**src/rtl/bitfield_alu_pkg.sv**
```systemverilog
`timescale 1ns/1ps
// Package: shared operation encoding for the bit-field ALU.
// Assumes a 4-bit operation code; the code values are fixed by the datapath decode.
package bitfield_alu_pkg;
    localparam int OP_W = 4;

    typedef enum logic [OP_W-1:0] {
        OP_ADD    = 4'h0,
        OP_ROR    = 4'h1,
        OP_SUB    = 4'h2,
        OP_APPEND = 4'h3,
        OP_AND    = 4'h4,
        OP_OR     = 4'h5,
        OP_XOR    = 4'h6,
        OP_XNOR   = 4'h7,
        OP_SHL    = 4'h8,
        OP_SHR    = 4'h9,
        OP_SAR    = 4'hA,
        OP_INS    = 4'hB,
        OP_SEXT   = 4'hC,
        OP_UEXT   = 4'hD,
        OP_FLIP   = 4'hE,
        OP_BAD    = 4'hF
    } alu_op_e;
endpackage

```
**src/rtl/alu_shift_unit.sv**
```systemverilog
`timescale 1ns/1ps
// Module: alu_shift_unit
// Computes left shift, logical and arithmetic right shift, and right rotate
// of one operand in parallel. Assumes DATA_W is a power of two, so an
// amount of SHAMT_W bits covers every bit position.
module alu_shift_unit #(
    parameter int DATA_W  = 32,
    parameter int SHAMT_W = $clog2(DATA_W)
) (
    input  logic [DATA_W-1:0]  val_i,
    input  logic [SHAMT_W-1:0] amt_i,
    output logic [DATA_W-1:0]  shl_o,
    output logic [DATA_W-1:0]  shr_o,
    output logic [DATA_W-1:0]  sar_o,
    output logic [DATA_W-1:0]  ror_o
);
    logic [2*DATA_W-1:0] doubled;
    logic [2*DATA_W-1:0] doubled_sh;

    // Purpose: all four shifters share the amount and run side by side.
    always_comb begin
        shl_o      = val_i << amt_i;
        shr_o      = val_i >> amt_i;
        sar_o      = DATA_W'($signed(val_i) >>> amt_i);
        doubled    = {val_i, val_i};
        doubled_sh = doubled >> amt_i;
        ror_o      = doubled_sh[DATA_W-1:0];
    end
endmodule

```
**src/rtl/alu_field_unit.sv**
```systemverilog
`timescale 1ns/1ps
// Module: alu_field_unit
// Bit-field insert plus signed and unsigned extract. The field starts at
// pos_i and its length comes from len_code_i, where code 0 stands for
// 2**LEN_W bits. Assumes 2**LEN_W < DATA_W. Bits shifted beyond the top
// of the word are lost.
module alu_field_unit #(
    parameter int DATA_W   = 32,
    parameter int SHAMT_W  = $clog2(DATA_W),
    parameter int LEN_W    = 4,
    parameter int INS_W    = 22
) (
    input  logic [DATA_W-1:0]  a_i,
    input  logic [SHAMT_W-1:0] pos_i,
    input  logic [LEN_W-1:0]   len_code_i,
    input  logic [INS_W-1:0]   ins_val_i,
    output logic [DATA_W-1:0]  ins_o,
    output logic [DATA_W-1:0]  sext_o,
    output logic [DATA_W-1:0]  uext_o
);
    localparam int          FLEN_W   = LEN_W + 1;
    localparam logic [FLEN_W-1:0] LEN_ZERO = FLEN_W'(2 ** LEN_W);

    logic [FLEN_W-1:0] len;
    logic [DATA_W-1:0] low_mask;
    logic [DATA_W-1:0] place_mask;
    logic [DATA_W-1:0] ins_wide;
    logic [DATA_W-1:0] a_sh;
    logic [DATA_W-1:0] field;
    logic [DATA_W-1:0] top_bit;
    logic              sign;

    // Purpose: decode the length code and build the field masks.
    always_comb begin
        len        = (len_code_i == '0) ? LEN_ZERO : {1'b0, len_code_i};
        low_mask   = ~({DATA_W{1'b1}} << len);
        place_mask = low_mask << pos_i;
    end

    // Purpose: merge the shifted insert value into A under the field mask.
    always_comb begin
        ins_wide = DATA_W'(ins_val_i) << pos_i;
        ins_o    = (a_i & ~place_mask) | (ins_wide & place_mask);
    end

    // Purpose: align the field to bit 0, then zero- or sign-fill above it.
    always_comb begin
        a_sh    = a_i >> pos_i;
        field   = a_sh & low_mask;
        top_bit = low_mask ^ (low_mask >> 1);
        sign    = |(field & top_bit);
        uext_o  = field;
        sext_o  = sign ? (field | ~low_mask) : field;
    end
endmodule

```
**src/rtl/alu_flip_unit.sv**
```systemverilog
`timescale 1ns/1ps
// Module: alu_flip_unit
// Staged swap permutation. Stage s exchanges adjacent groups of 2**s bits
// and runs only when ctrl_i[s] is set; the stages are applied from the
// smallest group upward. Assumes DATA_W is a power of two.
module alu_flip_unit #(
    parameter int DATA_W  = 32,
    parameter int STAGES  = $clog2(DATA_W)
) (
    input  logic [DATA_W-1:0] val_i,
    input  logic [STAGES-1:0] ctrl_i,
    output logic [DATA_W-1:0] val_o
);
    logic [DATA_W-1:0] stage_q [STAGES+1];

    assign stage_q[0] = val_i;

    for (genvar s = 0; s < STAGES; s++) begin : g_stage
        for (genvar i = 0; i < DATA_W; i++) begin : g_bit
            // Purpose: take the partner bit one group away when this stage is on.
            assign stage_q[s+1][i] = ctrl_i[s] ? stage_q[s][i ^ (1 << s)]
                                               : stage_q[s][i];
        end
    end

    assign val_o = stage_q[STAGES];
endmodule

```
**src/rtl/bitfield_alu.sv**
```systemverilog
`timescale 1ns/1ps
// Module: bitfield_alu (top)
// Purely combinational ALU: arithmetic, logic, shifts, rotate, 10-bit append,
// bit-field insert/extract and staged flip, selected by a 4-bit code.
// Assumes operand B was resolved upstream (register or sign-extended
// immediate). The unassigned code raises illegal_o and forces result_o to 0.
module bitfield_alu #(
    parameter int DATA_W   = 32,
    parameter int APPEND_W = 10,
    parameter int LEN_W    = 4
) (
    input  logic [3:0]        op_i,
    input  logic [DATA_W-1:0] a_i,
    input  logic [DATA_W-1:0] b_i,
    output logic [DATA_W-1:0] result_o,
    output logic              illegal_o
);
    import bitfield_alu_pkg::*;

    localparam int SHAMT_W = $clog2(DATA_W);
    localparam int INS_W   = DATA_W - APPEND_W;
    localparam int LEN_LSB = SHAMT_W;
    localparam int LEN_MSB = SHAMT_W + LEN_W - 1;

    alu_op_e           op;
    logic [DATA_W-1:0] shl, shr, sar, ror;
    logic [DATA_W-1:0] ins, sext, uext;
    logic [DATA_W-1:0] flip;
    logic [DATA_W-1:0] append;

    assign op = alu_op_e'(op_i);

    alu_shift_unit #(.DATA_W(DATA_W), .SHAMT_W(SHAMT_W)) u_shift (
        .val_i (a_i),
        .amt_i (b_i[SHAMT_W-1:0]),
        .shl_o (shl),
        .shr_o (shr),
        .sar_o (sar),
        .ror_o (ror)
    );

    alu_field_unit #(
        .DATA_W (DATA_W),
        .SHAMT_W(SHAMT_W),
        .LEN_W  (LEN_W),
        .INS_W  (INS_W)
    ) u_field (
        .a_i        (a_i),
        .pos_i      (b_i[SHAMT_W-1:0]),
        .len_code_i (b_i[LEN_MSB:LEN_LSB]),
        .ins_val_i  (b_i[DATA_W-1:APPEND_W]),
        .ins_o      (ins),
        .sext_o     (sext),
        .uext_o     (uext)
    );

    alu_flip_unit #(.DATA_W(DATA_W), .STAGES(SHAMT_W)) u_flip (
        .val_i  (a_i),
        .ctrl_i (b_i[SHAMT_W-1:0]),
        .val_o  (flip)
    );

    // Purpose: shift A up and drop the low immediate bits of B underneath.
    assign append = (a_i << APPEND_W) | {{INS_W{1'b0}}, b_i[APPEND_W-1:0]};

    // Purpose: select the result for the operation code and flag the spare code.
    always_comb begin
        illegal_o = 1'b0;
        result_o  = '0;
        unique case (op)
            OP_ADD:    result_o = a_i + b_i;
            OP_ROR:    result_o = ror;
            OP_SUB:    result_o = a_i - b_i;
            OP_APPEND: result_o = append;
            OP_AND:    result_o = a_i & b_i;
            OP_OR:     result_o = a_i | b_i;
            OP_XOR:    result_o = a_i ^ b_i;
            OP_XNOR:   result_o = ~(a_i ^ b_i);
            OP_SHL:    result_o = shl;
            OP_SHR:    result_o = shr;
            OP_SAR:    result_o = sar;
            OP_INS:    result_o = ins;
            OP_SEXT:   result_o = sext;
            OP_UEXT:   result_o = uext;
            OP_FLIP:   result_o = flip;
            OP_BAD:    illegal_o = 1'b1;
            default:   illegal_o = 1'b1;
        endcase
    end
endmodule

```
**config.mk**
```make
export PLATFORM = sky130hd
export DESIGN_NAME = bitfield_alu
export DESIGN_NICKNAME = d
export VERILOG_FILES = /design/src/rtl/bitfield_alu_pkg.sv /design/src/rtl/alu_shift_unit.sv /design/src/rtl/alu_field_unit.sv /design/src/rtl/alu_flip_unit.sv /design/src/rtl/bitfield_alu.sv
export SDC_FILE = /design/constraint.sdc
export NUM_CORES = 1
export LEC_CHECK = 0
export ABC_AREA = 0
export BUFFER_PORTS_ARGS = -buffer_cell sky130_fd_sc_hd__buf_4
export CELL_PAD_IN_SITES_DETAIL_PLACEMENT = 1
export CELL_PAD_IN_SITES_GLOBAL_PLACEMENT = 2
export CORE_UTILIZATION = 37
export DETAILED_ROUTE_END_ITERATION = 10
export MAX_ROUTING_LAYER = met4
export PLACE_DENSITY_LB_ADDON = 0.1
export SYNTH_ARGS = -nofsm -noshare
export SYNTH_HDL_FRONTEND = slang
export SYNTH_SLANG_ARGS = --single-unit
```
**constraint.sdc**
```tcl
create_clock -name vclk -period 10
set_clock_uncertainty 0.15 [all_clocks]
set_input_delay 2 -clock vclk [all_inputs]
set_output_delay 2 -clock vclk [all_outputs]
set_load 0.01 [all_outputs]
```
==> reports/qor.txt, run 1 <==
core outline area: 39,910 µm²
synth warn: 0
Pre-antenna DRT Iters: 6
CP Max Fanout: 36
post-synth top area share: 0.1440
share of cells above drive strength 1: 0.1661
CP arrival: 7.08 ns
initial antenna violation count: 10
worst path cell trace: clkbuf_8 > inv_1 > ha_1 > nand3_1 > nor4_1 > nand4_1 > o31ai_1 > xnor2_1 > ha_1 > and3_1 > nand4_1 > a21boi_0 > a21boi_0 > o31ai_1 > a211oi_1 > xnor2_1 > a211o_1 > buf_4
vias in the first global route: 19,280
worst path required time: 7.85 ns
Worst-Margin Slew: 1.138 ns
cts hold-fix bufs: 0
Mean Syn Cell Area: 6.975 µm²
outcome: finished, final reports clean
Syn-to-layout area delta: 7.427%
CTS resizes: 0
min-delay src: op_i[3]
Worst Hold End: illegal_o
Worst path max stage delay: 0.84 ns
hold crit path type: primary input to output pin
Final min period: 9.229 ns
Final Worst Setup Slack: 0.7705 ns
total number of vias: 20,011
drt wl/cell: 40.00 µm
CP endpoint kind: output pin
cell count after synthesis: 2,152
Hold Vio Cnt, Final: 0
crit share post-route: 0.9229
Setup-failing EPs final: 0
chip height: 203.4 µm
post-synth top area cell: mux4_2
Fill cells: 5,018
FMAX: 108.3 MHz
Net Count, Synth: 2,318
Max transition margin: 0.2335
Final TNS setup: 0 ns
Multi-input gate area: 13,800 µm²
Post-synth top cells: 240 x nor2_1, 224 x nand2_1, 181 x o21ai_0, 172 x a21oi_1, 154 x mux2i_1
final WL: 105,700 µm
Mapped Area: 15,010 µm²
most instantiated library cell after synthesis: nor2_1
Starting Density: 0.3760
GRT Overall Usage: 0.5143
DP Worst Slack: 1.086 ns
Slowest cell on crit path: nor4_1
top cells by area, synth: mux4_2 14%, mux2i_1 10%, ha_1 8.1%, o21ai_0 6.0%, nor2_1 6.0%
global-route wire length before repair: 147,800 µm
Ports: 101
kind of start point of the critical path: primary input
number of sequential storage elements: 0
via/cell ratio: 7.574
Final #Nets: 2,275
MaxCap Viol Count: 0
DR iter-0 viols: 2,822
Core Util, Final: 0.4040
row cnt: 73
DRC: 0
setup bufs post-CTS: 0
IO Port Bufs: 101
Register Area: 0 µm²
routability cong.: 1.094
clock buffers: 0
remaining global-route overflow: 0
Die W: 203.4 µm
worst hold path cell count: 4
RSZ-0062 raised after global routing: false
die area: 41,380 µm²
Yosys cell types: 77
Post-DP HPWL: 78,800 µm
largest net degree at the start of global routing: 94
Crit Path Category: primary input to output pin
register area share after synthesis: 0
Detail Route Antenna Nets: 0
fin. max-slew vios: 0
-- routing by layer --
layer | GRT usage | vias to the layer above | part of all wire
met5 | - | - | 0
met4 | 0.3214 | 0 | 0.081
met3 | 0.1417 | 457 | 0.12
met2 | 0.7460 | 1618 | 0.42
met1 | 0.6269 | 9864 | 0.38
li1 | - | 8072 | -
-- critical path, delay by kind of cell --
family | cells | cell delay [ns]
AO/OA/AOI/OAI | 6 | 1.80
AND/OR/NAND/NOR | 5 | 1.65
buffers and inverters | 3 | 0.52
XOR/XNOR | 2 | 0.53
adder cells (fa/ha/maj) | 2 | 0.56
-- cell usage in the layout, fill, tap and decap left out, types with 31 or more instances in the layout --
master,count
xnor2_1,46
o22ai_1,31
nand2_1,224
o211ai_1,56
o21ai_0,181
buf_4,163
nand3_1,45
mux2_2,49
ha_1,97
a211oi_1,40
nor3_1,37
a21oi_1,172
nor2_1,238
mux2i_1,154
inv_1,70
mux4_2,96
-- final cells by class --
cell class / count / area share
Inverter: 76 / 0.01777
Tap cell: 525 / 0.04074
Multi-Input combinational cell: 1860 / 0.8561
Timing Repair Buffer: 171 / 0.08381
Antenna cell: 10 / 0.001552
-- cell families after synthesis --
group	Yosys count	share of synthesized area
compound gates	725	0.3151
xor+xnor	58	0.03384
fa+ha+maj	99	0.08286
buf+inv	292	0.08278
mux	299	0.2835
simple gates	679	0.2019
-- worst max-delay path by stage --
stage / from / depth (start not counted) / endpoint / slack (ns)
after detailed placement: b_i[2] / 18 / result_o[31] / 1.09
final: b_i[0] / 18 / result_o[31] / 0.77
after global routing: b_i[2] / 18 / result_o[31] / 0.70
after floorplan: b_i[1] / 24 / result_o[31] / 0.80
after CTS: b_i[2] / 18 / result_o[31] / 1.06
after global placement: b_i[2] / 18 / result_o[31] / 1.09
-- per-stage QoR --
step	cells	hold WS, ns	instance area [µm²]
after CTS	2632	4.329	16100
final	2642	4.330	16120
after detailed placement	2632	4.330	16100
after global routing	2639	4.357	16120
after floorplan	2152	3.992	15010
after global placement	2632	4.323	16100
==> run 2, diff against run 1 <==
==> constraint.sdc (replaced) <==
create_clock -name vclk -period 10
set_clock_uncertainty 0.15 [all_clocks]
set_input_delay 2 -clock vclk [all_inputs]
set_output_delay 2 -clock vclk [all_outputs]
set_load 0.05 [all_outputs]
==> run 2 against run 1 <==
- via count decreased by 0.20%
- hold slack better by 0.076 ns
- fmax rose by 0.45%
==> reports/qor.txt, run 2 (same netlist as run 1, synthesis figures left out) <==
outcome: finished, final reports clean
DRC: 0 (unchanged)
CP Max Fanout: 92 (+160%)
Ports: 101 (unchanged)
most frequent cells in the layout: 238 x nor2_1, 224 x nand2_1, 180 x o21ai_0
final WL: 104,500 µm (-1.1%)
chip height: 203.4 µm (unchanged)
clock buffers: 0 (unchanged)
drt wl/cell: 39.45 µm (-1.4%)
setup bufs post-CTS: 0 (unchanged)
Starting Density: 0.3760 (unchanged)
Pre-antenna DRT Iters: 5 (-1)
CTS resizes: 0 (unchanged)
Die W: 203.4 µm (unchanged)
IO Port Bufs: 101 (unchanged)
Hold Vio Cnt, Final: 0 (unchanged)
GRT Overall Usage: 0.5097 (-0.004539)
row cnt: 73 (unchanged)
FMAX: 108.8 MHz (+0.45%)
via/cell ratio: 7.539 (-0.47%)
global-route wire length before repair: 146,800 µm (-0.66%)
largest net degree at the start of global routing: 113 (+20%)
routability cong.: 1.072 (-2.0%)
Worst-Margin Slew: 1.128 ns (-0.009381 ns)
vias in the first global route: 19,290 (+0.052%)
hold crit path type: primary input to output pin
Max transition margin: 0.2398 (+0.006321)
die area: 41,380 µm² (unchanged)
cell total after placement: 2,634 (+0.076%)
Final min period: 9.188 ns (-0.04167 ns)
Syn-to-layout area delta: 7.653%
Register Area: 0 µm² (unchanged)
commonest non-fill, non-tap cell in the layout: nor2_1
Post-DP HPWL: 78,010 µm (-1.0%)
kind of start point of the critical path: primary input
crit share post-route: 0.9188 (-0.004167)
initial antenna violation count: 14 (+4)
Detail Route Antenna Nets: 0 (unchanged)
DR iter-0 viols: 2,931 (+3.9%)
Non-Filler Instances: 2,649 (+0.26%)
CP arrival: 7.04 ns (-0.04 ns)
Setup-failing EPs final: 0 (unchanged)
cts hold-fix bufs: 0 (unchanged)
Final #Nets: 2,277 (+0.088%)
share of cells above drive strength 1: 0.1664 (+0.0003166)
MaxCap Viol Count: 0 (unchanged)
RSZ-0062 raised after global routing: false
CP endpoint kind: output pin
remaining global-route overflow: 0 (unchanged)
total number of vias: 19,970 (-0.20%)
number of sequential storage elements: 0 (unchanged)
Fill cells: 5,104 (+1.7%)
Crit Path Category: primary input to output pin
fin. max-slew vios: 0 (unchanged)
core outline area: 39,910 µm² (unchanged)
Final TNS setup: 0 ns (unchanged)
worst path required time: 7.85 ns (about the same)
==> run 2: cell type report <==
cell class / count / area [µm²] / share of cell area
Antenna cell: 15 / 37.54 / 0.002323
Timing Repair Buffer: 173 / 1379 / 0.08533
Tap cell: 525 / 656.9 / 0.04065
Multi-Input combinational cell: 1860 / 13800 / 0.8540
Inverter: 76 / 286.5 / 0.01773
==> run 2: metal layers <==
| layer | vias to the layer above | share of wire | track usage |
|---|---|---|---|
| li1 | 8099 | - | - |
| met3 | 420 | 0.12 | 0.1224 |
| met4 | 0 | 0.079 | 0.3332 |
| met5 | - | 0 | - |
| met1 | 9863 | 0.38 | 0.6340 |
| met2 | 1588 | 0.42 | 0.7312 |
==> run 2: worst max-delay path, cell delays in order <==
cell and delay (ns):
buf_6 0.39, buf_12 0.43, inv_2 0.33, nand2_1 0.35, o32ai_1 0.16, a21oi_1 0.40
o211ai_1 0.43, o311a_1 0.47, a311oi_4 0.99, nand2_1 0.28, o21ai_0 0.37, buf_4 0.27
==> run 2: final timing paths <==
| check | start | to | slack [ns] | cells after the start |
|---|---|---|---|---|
| setup / recovery | b_i[2] | result_o[11] | 0.81 | 12 |
| hold / removal | op_i[3] | illegal_o | 4.41 | 4 |
==> run 2: stage by stage <==
| step | cell area, µm² | hold WS [ns] | util | setup WS, ns |
|---|---|---|---|---|
| finish | 16160 | 4.407 | 0.4048 | 0.8122 |
| global route | 16150 | 4.431 | 0.4047 | 0.5561 |
| floorplan | 15010 | 4.120 | - | 0.6525 |
| detailed placement | 16120 | 4.399 | 0.4039 | 0.9866 |
| CTS | 16120 | 4.400 | 0.4039 | 0.9778 |
| global placement | 16120 | 4.379 | 0.4039 | 1.035 |
